File: config.mk
export PLATFORM = sky130hd
export DESIGN_NAME = uart_rx_core
export DESIGN_NICKNAME = d
export VERILOG_FILES = /design/src/rtl/uart_rx_pkg.sv /design/src/rtl/uart_rx_ctrl.sv /design/src/rtl/uart_rx_dp.sv /design/src/rtl/uart_rx_core.sv
export SDC_FILE = /design/constraint.sdc
export NUM_CORES = 1
export LEC_CHECK = 0
export BUFFER_PORTS_ARGS = -buffer_cell sky130_fd_sc_hd__buf_2
export CAP_MARGIN = 25
export CELL_PAD_IN_SITES_DETAIL_PLACEMENT = 2
export CELL_PAD_IN_SITES_GLOBAL_PLACEMENT = 2
export CORE_MARGIN = 2
export CORE_UTILIZATION = 39
export CTS_BUF_LIST = sky130_fd_sc_hd__clkbuf_16
export DETAILED_ROUTE_END_ITERATION = 12
export PLACE_DENSITY_LB_ADDON = 0.1
export SYNTH_ARGS = -nofsm -noshare
export SYNTH_HDL_FRONTEND = slang
export SYNTH_SLANG_ARGS = --single-unit
export TNS_END_PERCENT = 10
File: constraint.sdc
create_clock -name clk -period 4.4 [get_ports clk]
set_clock_uncertainty 0.15 [all_clocks]
set_input_delay 0.88 -clock clk [delete_from_list [all_inputs] [get_ports clk]]
set_output_delay 0.88 -clock clk [all_outputs]
set_load 0.05 [all_outputs]
File: src/rtl/uart_rx_pkg.sv
package uart_rx_pkg;
  localparam int DATA_MAX = 9;
  localparam int LEN_W    = 4;

  typedef enum logic [2:0] {
    ST_IDLE, ST_START, ST_DATA, ST_PAR, ST_STOP
  } rxState_t;

  // strobes from control to datapath, each valid for one clock
  typedef struct packed {
    logic shiftIn;      // sample a data bit
    logic sampleParity; // sample the parity bit
    logic preStop;      // the bit before the first stop bit was just sampled
    logic stopSample;   // sample a stop bit
    logic load;         // final stop bit: move character to buffer
  } rxStrobe_t;

  function automatic logic [LEN_W-1:0] charLen(input logic [1:0] sel);
    case (sel)
      2'd0:    charLen = LEN_W'(DATA_MAX - 2);
      2'd1:    charLen = LEN_W'(DATA_MAX - 1);
      default: charLen = LEN_W'(DATA_MAX);
    endcase
  endfunction
endpackage

File: src/rtl/uart_rx_ctrl.sv
module uart_rx_ctrl
  import uart_rx_pkg::*;
#(
  parameter int OVS = 16
) (
  input  logic       clk,
  input  logic       rstN,
  input  logic       tick,
  input  logic       rxEn,
  input  logic       rxS,
  input  logic [1:0] dataSel,
  input  logic       parityEn,
  input  logic       twoStop,
  output rxStrobe_t  strb
);
  localparam int CNT_W = $clog2(OVS);
  localparam logic [CNT_W-1:0] LAST_TICK = CNT_W'(OVS - 1);
  localparam logic [CNT_W-1:0] HALF_TICK = CNT_W'(OVS / 2 - 1);

  rxState_t         state;
  logic [CNT_W-1:0] tickCnt;
  logic [LEN_W-1:0] bitCnt;
  logic             stopCnt;
  logic             prevHigh;
  logic [LEN_W-1:0] nBits;
  logic             midPoint;
  logic             lastData;
  logic             lastStop;

  assign nBits    = charLen(dataSel);
  assign midPoint = tick && (tickCnt == LAST_TICK);
  assign lastData = (bitCnt == nBits - LEN_W'(1));
  assign lastStop = !twoStop || stopCnt;

  always_comb begin
    strb = '0;
    if (rxEn && midPoint) begin
      case (state)
        ST_DATA: begin
          strb.shiftIn = 1'b1;
          strb.preStop = lastData && !parityEn;
        end
        ST_PAR: begin
          strb.sampleParity = 1'b1;
          strb.preStop      = 1'b1;
        end
        ST_STOP: begin
          strb.stopSample = 1'b1;
          strb.load       = lastStop;
        end
        default: ;
      endcase
    end
  end

  always_ff @(posedge clk or negedge rstN) begin
    if (!rstN) begin
      state    <= ST_IDLE;
      tickCnt  <= '0;
      bitCnt   <= '0;
      stopCnt  <= 1'b0;
      prevHigh <= 1'b0;
    end else if (!rxEn) begin
      state    <= ST_IDLE;
      tickCnt  <= '0;
      prevHigh <= 1'b0;
    end else if (tick) begin
      case (state)
        ST_IDLE: begin
          prevHigh <= rxS;
          tickCnt  <= '0;
          if (prevHigh && !rxS) state <= ST_START;
        end
        ST_START: begin
          if (tickCnt == HALF_TICK) begin
            tickCnt <= '0;
            bitCnt  <= '0;
            if (rxS) begin
              state    <= ST_IDLE;
              prevHigh <= 1'b1;
            end else begin
              state <= ST_DATA;
            end
          end else begin
            tickCnt <= tickCnt + CNT_W'(1);
          end
        end
        ST_DATA: begin
          tickCnt <= midPoint ? '0 : tickCnt + CNT_W'(1);
          if (midPoint) begin
            bitCnt <= bitCnt + LEN_W'(1);
            if (lastData) begin
              state   <= parityEn ? ST_PAR : ST_STOP;
              stopCnt <= 1'b0;
            end
          end
        end
        ST_PAR: begin
          tickCnt <= midPoint ? '0 : tickCnt + CNT_W'(1);
          if (midPoint) begin
            state   <= ST_STOP;
            stopCnt <= 1'b0;
          end
        end
        ST_STOP: begin
          tickCnt <= midPoint ? '0 : tickCnt + CNT_W'(1);
          if (midPoint) begin
            if (lastStop) begin
              state    <= ST_IDLE;
              prevHigh <= rxS;
            end else begin
              stopCnt <= 1'b1;
            end
          end
        end
        default: state <= ST_IDLE;
      endcase
    end
  end
endmodule

File: src/rtl/uart_rx_dp.sv
module uart_rx_dp
  import uart_rx_pkg::*;
(
  input  logic                clk,
  input  logic                rstN,
  input  logic                rxEn,
  input  logic                rxS,
  input  rxStrobe_t           strb,
  input  logic [1:0]          dataSel,
  input  logic                parityEn,
  input  logic                parityOdd,
  input  logic                rdStrobe,
  output logic [DATA_MAX-1:0] rxData,
  output logic                bufFull,
  output logic                rxIrq,
  output logic                ovrErr,
  output logic                frmErr,
  output logic                parErr
);
  logic [DATA_MAX-1:0] shiftReg;
  logic [DATA_MAX-1:0] aligned;
  logic [LEN_W-1:0]    nBits;
  logic                parBit;
  logic                frameBad;
  logic                ovrPend;
  logic                onesOdd;
  logic                parFail;
  logic                frameFail;
  logic                clrFlags;
  logic                ovrNow;

  assign nBits     = charLen(dataSel);
  assign aligned   = shiftReg >> (LEN_W'(DATA_MAX) - nBits);
  assign onesOdd   = (^aligned) ^ parBit;
  assign parFail   = parityEn && (parityOdd ? !onesOdd : onesOdd);
  assign frameFail = frameBad || !rxS;
  assign clrFlags  = rdStrobe || !rxEn;
  assign ovrNow    = strb.preStop && bufFull && !rdStrobe;

  always_ff @(posedge clk or negedge rstN) begin
    if (!rstN) begin
      shiftReg <= '0;
      parBit   <= 1'b0;
      frameBad <= 1'b0;
      ovrPend  <= 1'b0;
    end else begin
      if (strb.shiftIn)      shiftReg <= {rxS, shiftReg[DATA_MAX-1:1]};
      if (strb.sampleParity) parBit   <= rxS;
      if (strb.preStop) begin
        frameBad <= 1'b0;
        ovrPend  <= ovrNow;
      end else if (strb.stopSample && !rxS) begin
        frameBad <= 1'b1;
      end
    end
  end

  always_ff @(posedge clk or negedge rstN) begin
    if (!rstN) begin
      rxData  <= '0;
      bufFull <= 1'b0;
      rxIrq   <= 1'b0;
      ovrErr  <= 1'b0;
      frmErr  <= 1'b0;
      parErr  <= 1'b0;
    end else begin
      rxIrq  <= strb.load && !ovrPend;
      ovrErr <= (ovrErr && !clrFlags) || ovrNow || (strb.load && ovrPend);
      frmErr <= (frmErr && !clrFlags) || (strb.load && frameFail);
      parErr <= (parErr && !clrFlags) || (strb.load && parFail);
      if (strb.load) begin
        rxData  <= aligned;
        bufFull <= 1'b1;
      end else if (rdStrobe) begin
        bufFull <= 1'b0;
      end
    end
  end
endmodule

File: src/rtl/uart_rx_core.sv
module uart_rx_core
  import uart_rx_pkg::*;
#(
  parameter int OVS       = 16,
  parameter int SYNC_LEN  = 2
) (
  input  logic                clk,
  input  logic                rstN,
  input  logic                tick,
  input  logic                rxEn,
  input  logic                rxd,
  input  logic [1:0]          dataSel,
  input  logic                parityEn,
  input  logic                parityOdd,
  input  logic                twoStop,
  input  logic                rtsEn,
  input  logic                rdStrobe,
  output logic [DATA_MAX-1:0] rxData,
  output logic                bufFull,
  output logic                rxIrq,
  output logic                overrunErr,
  output logic                framingErr,
  output logic                parityErr,
  output logic                errSum,
  output logic                rtsN
);
  logic [SYNC_LEN-1:0] syncReg;
  logic                rxS;
  rxStrobe_t           strb;

  always_ff @(posedge clk or negedge rstN) begin
    if (!rstN) syncReg <= '1;
    else       syncReg <= {syncReg[SYNC_LEN-2:0], rxd};
  end
  assign rxS = syncReg[SYNC_LEN-1];

  uart_rx_ctrl #(.OVS(OVS)) uCtrl (
    .clk(clk), .rstN(rstN), .tick(tick), .rxEn(rxEn), .rxS(rxS),
    .dataSel(dataSel), .parityEn(parityEn), .twoStop(twoStop), .strb(strb)
  );

  uart_rx_dp uDp (
    .clk(clk), .rstN(rstN), .rxEn(rxEn), .rxS(rxS), .strb(strb),
    .dataSel(dataSel), .parityEn(parityEn), .parityOdd(parityOdd),
    .rdStrobe(rdStrobe), .rxData(rxData), .bufFull(bufFull), .rxIrq(rxIrq),
    .ovrErr(overrunErr), .frmErr(framingErr), .parErr(parityErr)
  );

  assign errSum = overrunErr || framingErr || parityErr;
  assign rtsN   = rtsEn ? !(rxEn && !bufFull) : 1'b0;
endmodule

# Word-level counts from Yosys, hierarchy flattened
# Index checks and enable logic that the tools add are counted.
# W data, S select, Z words.
# word_totals
reg_bits,41
inputBits,12
out_inout_bits,16
elab_cells,140
# classes
n_addsub,4
n_eq_ne,25
shifts,1
n_mux,45
bitwise,1
n_reduce_logical,48
# ops
operator,n
$mux W3,10
$mux W4,6
$ne A3 B2 Y1 const B,7
$mux W1,19
$logic_and A1 B1 Y1,16
$pmux W4 S2,2
$reduce_and A8 Y1,2
$pmux W3 S5,1
$pmux W4 S3,1
$logic_not A1 Y1,10
$ne A2 B1 Y1 const B,5
$logic_or A1 B1 Y1,9
$reduce_xor A9 Y1,1
$shr A9 B4 Y9,1
$add A4 B1 Y4 const B,2
$eq A3 B2 Y1 const B,2
$pmux W1 S3,2
$reduce_and A6 Y1,1
$reduce_bool A2 Y1,3
$mux W5,1
$reduce_and A5 Y1,1
$eq A4 B3 Y1 const B,1
$eq A4 B4 Y1,1
$eq A4 B4 Y1 const B,1
other kinds (17),19

# Longest topological paths before layout
# Gate-level depths: netlist of run 1.
# depth
depth_word,11
mapped_depth,8
ltp_nobuf,7

# Cells and area by module
# A second synthesis of run 1 with hierarchy kept.
# hier_totals
cells_unflattened,235
area_unflattened_um2,2414.8
# by_module_without_submodules
mod,instances,cells_each,area_per_inst_um2,seq_area_each_um2
uart_rx_dp,1,109,1270.0,650.6
uart_rx_ctrl,1,121,1074.8,325.3
uart_rx_core,1,5,70.1,52.6

# Least setup slack after synthesis of run 1
# No wires, ideal clock.
# synth_path
kind,in2out
start,in rxEn
end,out rtsN
arrival_ns,1.476
required_ns,3.370
path_slack_ns,1.894
path_stages,2
path_buffers,0
path_cell_list,inv_1 o21a_1
# synth_via
elab_chain_len,3
# synth_lines
element,line_no,rtl
"start, declared",uart_rx_core.sv:10,"input logic rxEn,"
$logic_and A1 B1 Y1,uart_rx_core.sv:50,assign rtsN = rtsEn ? !(rxEn && !bufFull) : 1'b0;
$logic_not A1 Y1,uart_rx_core.sv:50,
$mux W1,uart_rx_core.sv:50,
"end, declared",uart_rx_core.sv:25,output logic rtsN
# No other way between the ends.

# Worst setup path in the final report of run 1
# Ends and elaborated chain as after synthesis.

==> results of run 1 <==
final timing paths:
kind                                  startpoint            end  slack [ps]  depth (start not counted)
worst min register to register        syncReg[0]     syncReg[1]         220                          0
worst min-delay path                  syncReg[0]     syncReg[1]         220                          0
max in group asynchronous                   rstN     syncReg[1]        3400                          2
worst max-delay path                        rxEn           rtsN        1650                          4
worst max register to register  uCtrl.tickCnt[0]     uDp.frmErr        2050                          6
min in group asynchronous                   rstN  uDp.rxData[1]         240                          1
cell families (layout without fill, tap and decap cells):
kind of cell,Yosys count,in the layout,synth area share
buffers and inverters,19,43,0.0396
and+or+nand+nor,75,75,0.168
muxes,23,23,0.110
adders and majority gates,2,2,0.0111
xor gates and xnor gates,13,13,0.0568
AOI/OAI and AO/OA,56,56,0.157
DFF,41,41,0.458
through the flow:
step / cell area [sq um] / instances
global placement: 2410 / 316
CTS: 2570 / 324
global route: 2590 / 325
finish: 2590 / 325
detailed placement: 2410 / 316
floorplan: 2250 / 229
power by group:
| group | switching, mW | internal [mW] | leakage [nW] |
|---|---|---|---|
| logic | 0.0928 | 0.0670 | 0.585 |
| clock network | 0.138 | 0.264 | 0.0850 |
| registers | 0.0482 | 0.394 | 0.559 |
| total | 0.279 | 0.725 | 1.23 |
layout by cell type, fill, tap and decap left out, types with 3 or more instances in the layout:
cell type / n
a21oi_2: 3
a21oi_1: 11
xnor2_1: 7
dfrtp_1: 39
o21ai_1: 17
nand2_1: 22
clkbuf_16: 5
nor2_1: 24
o21ai_0: 5
xor2_1: 5
nand2b_1: 4
a31oi_1: 4
buf_2: 27
nand3_1: 6
nor3_1: 5
mux2i_1: 9
inv_1: 8
mux2_1: 13
a22oi_1: 3
per-layer routing:
metal | routed length (um) | up-vias
met1 | 2760 | 870
met2 | 2490 | 32
met3 | 174 | 6
met4 | 68 | 0
met5 | 0 | -
li1 | - | 861
worst max-delay path, delay by kind of cell:
kind / cells / cell delay, ps
buffers and inverters: 3 / 660
AOI/OAI and AO/OA: 1 / 180
layout make-up:
| class | instances | area [sq um] |
|---|---|---|
| multi-input cells | 169 | 1130 |
| well taps | 72 | 90.1 |
| flip-flops and latches | 41 | 1030 |
| clock buffers | 5 | 125 |
| clock inverters | 3 | 38.8 |
| repair buffers | 28 | 155 |
| fillers | 605 | 2950 |
| inverters | 7 | 26.3 |
sequential cells by signal, summed over array words and instances, names as in the netlist, 2 cells and up:
signal,count
uCtrl.bitCnt,4
uCtrl.tickCnt,4
uCtrl.state,3
uDp.rxData,9
syncReg,2
uDp.shiftReg,9
==> results by group, run 1 <==
Outcome
  – Status: finished clean

Clocking
  – Clock Latency Late Sink: around 280 ps
  – Post-CTS setup buffers: 0
  – Clock net sink count: just over 40
  – Worst-path clk slew: 60 ps
  – Post-CTS sizing: 0
  – CTS max path bufs: 2
  – Clock buffer count from CTS: 5
  – CTS tree: done
  – CTS Hold Bufs: 0
  – H-tree depth: 2
  – Clk root buf: clkbuf_16

STA
  – RSZ-0062 raised after global routing: false
  – Slew margin rel.: 0.438
  – Worst slew pin tran: 837 ps
  – Hold slack: about 220 ps
  – Setup violators final: 0
  – Setup ws final: about 1600 ps
  – Setup TNS: 0 ps
  – Fmax: 0.363 GHz
  – Fin crit period: 2750 ps
  – Final Hold Viols: 0
  – Final worst path period share: 0.626
  – Max-slew violation count: 0

Place
  – Dpl hpwl: 4010 um
  – Number of port buffers: 27
  – Post-Place Setup Slack: about 1600 ps
  – GPL Wtd Cong: between 0.7 and 0.8

Power and ir drop
  – PnR Total Power: 1.00 mW
  – Worst vdd ir: 0.000186 V
  – Cell Pwr Density: 387 mW/mm^2
  – LEAKAGE: 1.23 nW

Yosys
  – Sequential area share after synthesis: 0.458
  – Synth top area share: 0.435
  – Mean Syn Cell Area: approximately 9.8 sq um
  – Cell area after synthesis: 0.00225 sq mm
  – Ys async rst share: 1.00
  – FF+latch count, synth: 41
  – EDFF count, synth: 0
  – Synth cell types: 47
  – Synth Warn #: 0
  – Count leader, synth: dfrtp_1
  – Post-synth top area cell: dfrtp_1
  – Post-synth net total: about 240
  – Top post-synthesis cells by count: dfrtp_1 (39), nor2_1 (24), nand2_1 (22)
  – Syn Inst Count: 229
  – Most used DFF post-synth: dfrtp_1
  – Largest cells by area after synthesis: dfrtp_1 (43%), mux2_1 (6.5%), mux2i_1 (4.0%)

Critical path
  – Arrival time at the worst endpoint: 1720 ps
  – CP max-delay cell: buf_2
  – CP Class: in2out
  – Crit-path max cell delay: 260 ps
  – Crit path max fanout: 9
  – Req. time, crit path: 3370 ps
  – Cell Chain, Critical Path: buf_2 -> inv_1 -> o21a_1 -> buf_2
  – CP startpoint kind: input pin
  – Cell mode on critical path: buf_2
  – Worst setup EP type: primary output

Global routing
  – Largest net degree at the start of global routing: 42
  – Number of global-route vias before repair: 1806
  – First-pass GRT wire length: 9420 um
  – Initial antenna violation count: 0
  – Met2 usage: 0.296
  – GRT Util Overall: 0.192
  – GR Layer Usage met3: 0.0339
  – Met1 GRT Util: 0.278
  – GRT overflow: 0
  – Gr busiest metal: met2

Cells and area
  – Share of the core filled with cells: 0.468
  – Layout area overhead: 15.4%
  – Final net count: 266
  – Number of inserted diodes: 0
  – Layout cells sized above 1: 0.182

Routing
  – Remaining antenna violation count: 0
  – First-pass iteration count of the detailed router: 4
  – Vias/cell: 5.44
  – Drt first-iter violations: 66
  – Wire per inst: 16.9 um
  – Drt drc: 0
  – Vias: 1769
  – WL final: 5490 um

Die
  – IO Pins: 28
  – Initial Utilization: 0.405
  – Die Y: ~80 um
  – Chip width: 79.9 um
  – Num rows: 27
  – Die area: approximately 0.0064 sq mm
  – Core area: 0.00554 sq mm

Min path
  – Hold WC Path Type: reg2reg

Job
  – # Max-Cap Violations: 0
Note: power is estimated with default switching activity, not from simulation.
==> run 2: changes to the inputs <==
--- a/config.mk
+++ b/config.mk
@@ -10,7 +10,7 @@
 export CELL_PAD_IN_SITES_DETAIL_PLACEMENT = 2
 export CELL_PAD_IN_SITES_GLOBAL_PLACEMENT = 2
 export CORE_MARGIN = 2
-export CORE_UTILIZATION = 39
+export CORE_UTILIZATION = 33
 export CTS_BUF_LIST = sky130_fd_sc_hd__clkbuf_16
 export DETAILED_ROUTE_END_ITERATION = 12
 export PLACE_DENSITY_LB_ADDON = 0.1
==> constraint.sdc (replaced) <==
create_clock -name clk -period 2.3 [get_ports clk]
set_clock_uncertainty 0.15 [all_clocks]
set_input_delay 0.46 -clock clk [delete_from_list [all_inputs] [get_ports clk]]
set_output_delay 0.46 -clock clk [all_outputs]
set_load 0.05 [all_outputs]
==> run 2 against run 1 <==
  * Global-route usage decreased by 1.6 points
  * Critical endpoint is now uCtrl.state[0]
  * Flip-flop and latch count unchanged
  * Die area rose by 17%
==> results by group, run 2 (synthesized netlist as in run 1, its figures left out) <==
Critical path
  – Worst setup EP type: register
  – CP Class: reg2reg
  – Crit path max fanout: 5 (-4)
  – Arrival time at the worst endpoint: 2090 ps (+370 ps)
  – R2R depth: 6 (unchanged)
  – Req. time, crit path: 2310 ps (-1060 ps)
  – CP startpoint kind: register

STA
  – Setup violators final: 0 (unchanged)
  – Setup ws final: 230 ps (-1420 ps)
  – Worst slew pin tran: 579 ps (-258 ps)
  – Final worst path period share: 0.900
  – RSZ-0062 raised after global routing: false
  – Slew margin rel.: 0.614 (+0.176)
  – Final Hold Viols: 0 (unchanged)
  – Fmax: 0.483 GHz
  – Fin crit period: 2070 ps
  – Max-slew violation count: 0 (unchanged)
  – Setup TNS: 0 ps (unchanged)
  – Hold slack: 18.7 ps (-202 ps)

Cells and area
  – Layout area overhead: 21.9%
  – Non-Filler Instances: 350 (+7.7%)
  – Commonest non-fill, non-tap cells in the layout: dfrtp_1 (39), buf_2 (27), nor2_1 (24)
  – Most common cell after layout, fill and taps aside: dfrtp_1
  – Final net count: 283 (+6.4%)
  – Largest regs: uDp.rxData: 9 flops, uDp.shiftReg: 9 flops
  – Reg area: 0.00103 sq mm (unchanged)
  – Number of inserted diodes: 0 (unchanged)
  – Fillers: 733 (+21%)
  – Multi-input combinational cell area: 0.00113 sq mm (unchanged)
  – Layout cells sized above 1: 0.237 (+0.0552)
  – Post-route cell area: 0.00274 sq mm (+5.6%)

Die
  – Initial Utilization: 0.336 (-0.0692)
  – IO Pins: 28 (unchanged)
  – Die area: 0.00748 sq mm (+17%)
  – Core area: 0.00668 sq mm (+21%)
  – Die Y: 86.5 um (+8.3%)
  – Num rows: 30 (+11%)
  – Chip width: 86.5 um (+8.3%)

Global routing
  – Number of global-route vias before repair: 2001 (+11%)
  – GRT overflow: 0 (unchanged)
  – Largest net degree at the start of global routing: 25 (-40%)
  – First-pass GRT wire length: 10300 um (+9.2%)
  – GRT Util Overall: 0.176 (-0.0163)
  – Initial antenna violation count: 0 (unchanged)

Clocking
  – Clock Latency Late Sink: 280 ps (about the same)
  – Clk root buf: clkbuf_16
  – H-tree depth: 2 (unchanged)
  – Post-CTS setup buffers: 0 (unchanged)
  – Post-CTS sizing: 0 (unchanged)
  – Clock buffer count from CTS: 5 (unchanged)
  – CTS tree: done
  – Clock net sink count: 41 (unchanged)
  – CTS max path bufs: 2 (unchanged)
  – Worst-path clk slew: 60 ps (about the same)
  – CTS Hold Bufs: 0 (unchanged)

Routing
  – Met2 wire length: 2990 um (+20%)
  – First-pass iteration count of the detailed router: 4 (unchanged)
  – Met1 WL: 2720 um (-1.4%)
  – Wire per inst: 16.8 um (-0.65%)
  – Drt first-iter violations: 72 (+9.1%)
  – Drt drc: 0 (unchanged)
  – DR WL met3: 105 um (-40%)
  – Remaining antenna violation count: 0 (unchanged)
  – Vias/cell: 5.23 (-3.9%)
  – Top Layer Used: met4
  – WL final: 5870 um (+7.0%)
  – Vias: 1830 (+3.4%)

Outcome
  – Status: finished clean

Power and ir drop
  – Internal power: 1.44 mW (+98%)
  – Net Sw Frac: 0.290 (+0.0118)
  – Sw Pwr: 0.587 mW (+110%)
  – Worst vdd ir: 0.000293 V (+57%)
  – Logic pwr share: 0.202 (+0.043)
  – Cell Pwr Density: 740 mW/mm^2 (+91%)
  – Clock power frac: 0.401 (about the same)
  – LEAKAGE: 1.31 nW (+6.5%)
  – Reg power frac: 0.397 (-0.043)

Place
  – Post-Place Setup Slack: 113 ps (-1510 ps)
  – Number of port buffers: 27 (unchanged)
  – Dpl hpwl: 4470 um (+11%)
  – # placed instances: 342 (+8.2%)
  – DP Area: 0.00257 sq mm (+6.5%)
  – GPL Wtd Cong: 0.736 (+1.7%)

Job
  – # Max-Cap Violations: 0 (unchanged)

Min path
  – Hold WC Path Type: in2async
## run 2: changes by cell type in the layout (fill, tap and decap cells not counted), sizes merged
cell	before	now
clkinvlp	0	1
inv	8	7
buf	28	45
## run 2: metal layers
layer  global-route usage  vias up
li1                     -      888
met1                0.232      920
met2                0.302       17
met3               0.0314        5
met4               0.0384        0
met5                    0        -
## run 2: power by group through the flow
stage / clock [mW] / sequential, mW / combinational, mW
3_5_place_dp: 0 / 0.818 / 0.413
2_1_floorplan: 0 / 0.787 / 0.292
3_3_place_gp: 0 / 0.817 / 0.408
4_1_cts: 0.840 / 0.804 / 0.418
5_1_grt: 0.877 / 0.811 / 0.468
6_report: 0.812 / 0.804 / 0.410
## run 2: critical path: stages, from the launching register on
cell      delay [ps]
dfrtp_1          400
ha_1             260
nand2_1          110
o211ai_1         260
a31oi_1          200
a21oi_2          220
mux2_1           350
## run 2: area by class of cell
| type | instances | area share |
|---|---|---|
| inverter | 7 | 0.00960 |
| clock inverter | 3 | 0.0169 |
| sequential | 41 | 0.376 |
| timing repair buffer | 45 | 0.103 |
| clock buffer | 5 | 0.0457 |
| multi-input combinational | 169 | 0.412 |
| tap | 80 | 0.0366 |
## run 2: worst paths after layout
check | slack, ps | end | start
setup / recovery | 230 | uCtrl.state[0] | uCtrl.tickCnt[0]
hold / removal | 20 | uDp.shiftReg[6] | rstN
setup reg to reg | 230 | uCtrl.state[0] | uCtrl.tickCnt[0]
hold reg to reg | 210 | syncReg[1] | syncReg[0]
max in group asynchronous | 1400 | uDp.shiftReg[4] | rstN
min in group clk | 120 | syncReg[0] | rxd
## run 2: stage by stage
step | power, mW | utilization
floorplan | 1.08 | -
global placement | 1.22 | 0.384
detailed placement | 1.23 | 0.384
CTS | 2.06 | 0.410
global route | 2.16 | 0.410
finish | 2.03 | 0.410
==> run 3: changes to the inputs <==
--- a/config.mk
+++ b/config.mk
@@ -14,6 +14,7 @@
 export CTS_BUF_LIST = sky130_fd_sc_hd__clkbuf_16
 export DETAILED_ROUTE_END_ITERATION = 12
 export PLACE_DENSITY_LB_ADDON = 0.1
+export RECOVER_POWER = 100
 export SYNTH_ARGS = -nofsm -noshare
 export SYNTH_HDL_FRONTEND = slang
 export SYNTH_SLANG_ARGS = --single-unit
==> run 3 against run 2 <==
  * Sequential power about the same
  * Setup slack got worse by 41 ps
  * Clock power about the same
  * Non-clock buffer count unchanged
  * Largest cell class unchanged
  * Routed wire length about the same
  * Global-route usage unchanged
  * Critical path depth decreased by 1
  * Critical endpoint is now rtsN
  * Hold slack improved by 100 ps
  * Maximum frequency decreased by 2.0%
  * Combinational power decreased by 3%
  * Utilization decreased by 0.60 points
==> results by group, run 3 (synthesized netlist as in run 1, its figures left out) <==
Critical path
  – Req. time, crit path: 1690 ps (-620 ps)
  – CP startpoint kind: input pin
  – CP Class: in2out
  – Crit-path max cell delay: 460 ps (+60 ps)
  – Worst R2R End: uCtrl.state[2]
  – R2R Path Start: uCtrl.tickCnt[0]
  – Cell Chain, Critical Path: buf_2 -> buf_4 -> inv_1 -> o21a_1 -> clkbuf_1
  – Reg2Reg Setup Slack: 230 ps (about the same)
  – Arrival time at the worst endpoint: 1500 ps (-590 ps)
  – Worst setup EP type: primary output
  – CP max-delay cell: clkbuf_1
  – R2R depth: 6 (unchanged)
  – Crit path max fanout: 6 (+1)

Cells and area
  – Layout area overhead: 20.1%
  – Commonest non-fill, non-tap cells in the layout: dfrtp_1 (39), nor2_1 (24), nand2_1 (22), clkbuf_1 (22), o21ai_0 (18)
  – Number of inserted diodes: 0 (unchanged)
  – Most common cell after layout, fill and taps aside: dfrtp_1
  – Largest regs: uDp.rxData: 9 flops, uDp.shiftReg: 9 flops
  – Share of the core filled with cells: 0.404 (-0.00599)
  – Non-Filler Instances: 350 (unchanged)
  – Layout cells sized above 1: 0.156 (-0.0815)
  – Post-route cell area: 0.00270 sq mm (-1.5%)
  – Fillers: 749 (+2.2%)
  – Final net count: 283 (unchanged)

Die
  – Initial Utilization: 0.336 (unchanged)
  – Core area: 0.00668 sq mm (unchanged)
  – Chip width: 86.5 um (unchanged)
  – IO Pins: 28 (unchanged)
  – Die Y: 86.5 um (unchanged)
  – Die area: 0.00748 sq mm (unchanged)
  – Num rows: 30 (unchanged)

Global routing
  – GRT Util Overall: 0.176 (unchanged)
  – Initial antenna violation count: 0 (unchanged)
  – Number of global-route vias before repair: 2001 (unchanged)
  – GRT overflow: 0 (unchanged)
  – First-pass GRT wire length: 10300 um (unchanged)
  – Largest net degree at the start of global routing: 25 (unchanged)

Clocking
  – H-tree depth: 2 (unchanged)
  – CTS tree: done
  – Post-CTS setup buffers: 0 (unchanged)
  – Clock buffer count from CTS: 5 (unchanged)
  – CTS Hold Bufs: 0 (unchanged)
  – Clock Latency Late Sink: 280 ps (about the same)
  – CTS max path bufs: 2 (unchanged)
  – Worst-path clk slew: 60 ps (about the same)
  – Post-CTS sizing: 0 (unchanged)
  – Clock net sink count: 41 (unchanged)
  – Clk root buf: clkbuf_16

Routing
  – Remaining antenna violation count: 0 (unchanged)
  – Wire per inst: 16.8 um (about the same)
  – Drt drc: 0 (unchanged)
  – WL final: 5870 um (about the same)
  – Vias: 1838 (+0.44%)
  – First-pass iteration count of the detailed router: 4 (unchanged)
  – Vias/cell: 5.25 (+0.44%)
  – Drt first-iter violations: 56 (-22%)

STA
  – Setup violators final: 0 (unchanged)
  – Hold slack: 120 ps (+101 ps)
  – Slew margin rel.: 0.0783 (-0.535)
  – Setup TNS: 0 ps (unchanged)
  – Final Hold Viols: 0 (unchanged)
  – Setup ws final: 188 ps (-41.4 ps)
  – RSZ-0062 raised after global routing: false
  – Fin crit period: 2110 ps (+41.4 ps)
  – Final worst path period share: 0.918 (+0.0180)
  – Worst slew pin tran: 1380 ps (+803 ps)
  – Fmax: 0.474 GHz (-2.0%)
  – Max-slew violation count: 0 (unchanged)

Place
  – Post-Place Setup Slack: 113 ps (unchanged)
  – DP Area: 0.00257 sq mm (unchanged)
  – # placed instances: 342 (unchanged)
  – Dpl hpwl: 4470 um (unchanged)
  – Number of port buffers: 27 (unchanged)
  – GPL Wtd Cong: 0.736 (unchanged)

Power and ir drop
  – PnR Total Power: 2.01 mW (-0.76%)
  – Worst vdd ir: 0.000292 V (-0.30%)
  – Cell Pwr Density: 745 mW/mm^2 (+0.71%)
  – LEAKAGE: 1.22 nW (-6.6%)

Job
  – # Max-Cap Violations: 0 (unchanged)

Min path
  – Hold path endpoint: syncReg[0]
  – Hold path cells: 1
  – Hold WC Path Type: in2reg
  – Hold Startpoint: rxd

Outcome
  – Status: finished clean
-- run 3: changes by cell type in the layout (fill, tap and decap cells not counted), moves of 6 or more --
cell      before  now
buf_2         27   10
buf_4         17   11
clkbuf_1       0   22
o21ai_0        5   18
o21ai_1       17    4
-- run 3: cell type report --
type / instances / area, sq um / share of cell area
timing repair buffer: 45 / 243 / 0.0900
clock inverter: 3 / 46.3 / 0.0172
tap: 80 / 100 / 0.0371
clock buffer: 5 / 125 / 0.0464
multi-input combinational: 169 / 1130 / 0.418
inverter: 7 / 26.3 / 0.00974
sequential: 41 / 1030 / 0.381
-- run 3: where the power goes --
part / leakage, nW / internal (mW) / switching (mW) / total [mW]
logic: 0.583 / 0.162 / 0.235 / 0.396
registers: 0.559 / 0.754 / 0.0498 / 0.804
clock network: 0.0800 / 0.514 / 0.297 / 0.811
total: 1.22 / 1.43 / 0.581 / 2.01
-- run 3: worst max-delay path: cells and delay by family --
kind / cells / cell delay, ps
compound gates: 1 / 150
buf+inv: 4 / 890
-- run 3: worst max path at each step --
stage               slack [ps]             end  depth (start not counted)             start
global placement           150      uDp.parErr                          7        dataSel[0]
floorplan                  370      uDp.parErr                          7        dataSel[0]
detailed placement         110      uDp.parErr                          7        dataSel[0]
global route                50     uDp.ovrPend                          7  uCtrl.tickCnt[0]
finish                     190            rtsN                          5              rxEn
CTS                        200  uCtrl.state[1]                          6  uCtrl.tickCnt[0]
-- run 3: per-layer routing --
layer	part of all wire	vias up	global-route usage
met3	0.025	5	0.0314
met4	0.010	0	0.0384
met5	0	-	0
met1	0.46	925	0.232
met2	0.51	21	0.302
li1	-	887	-
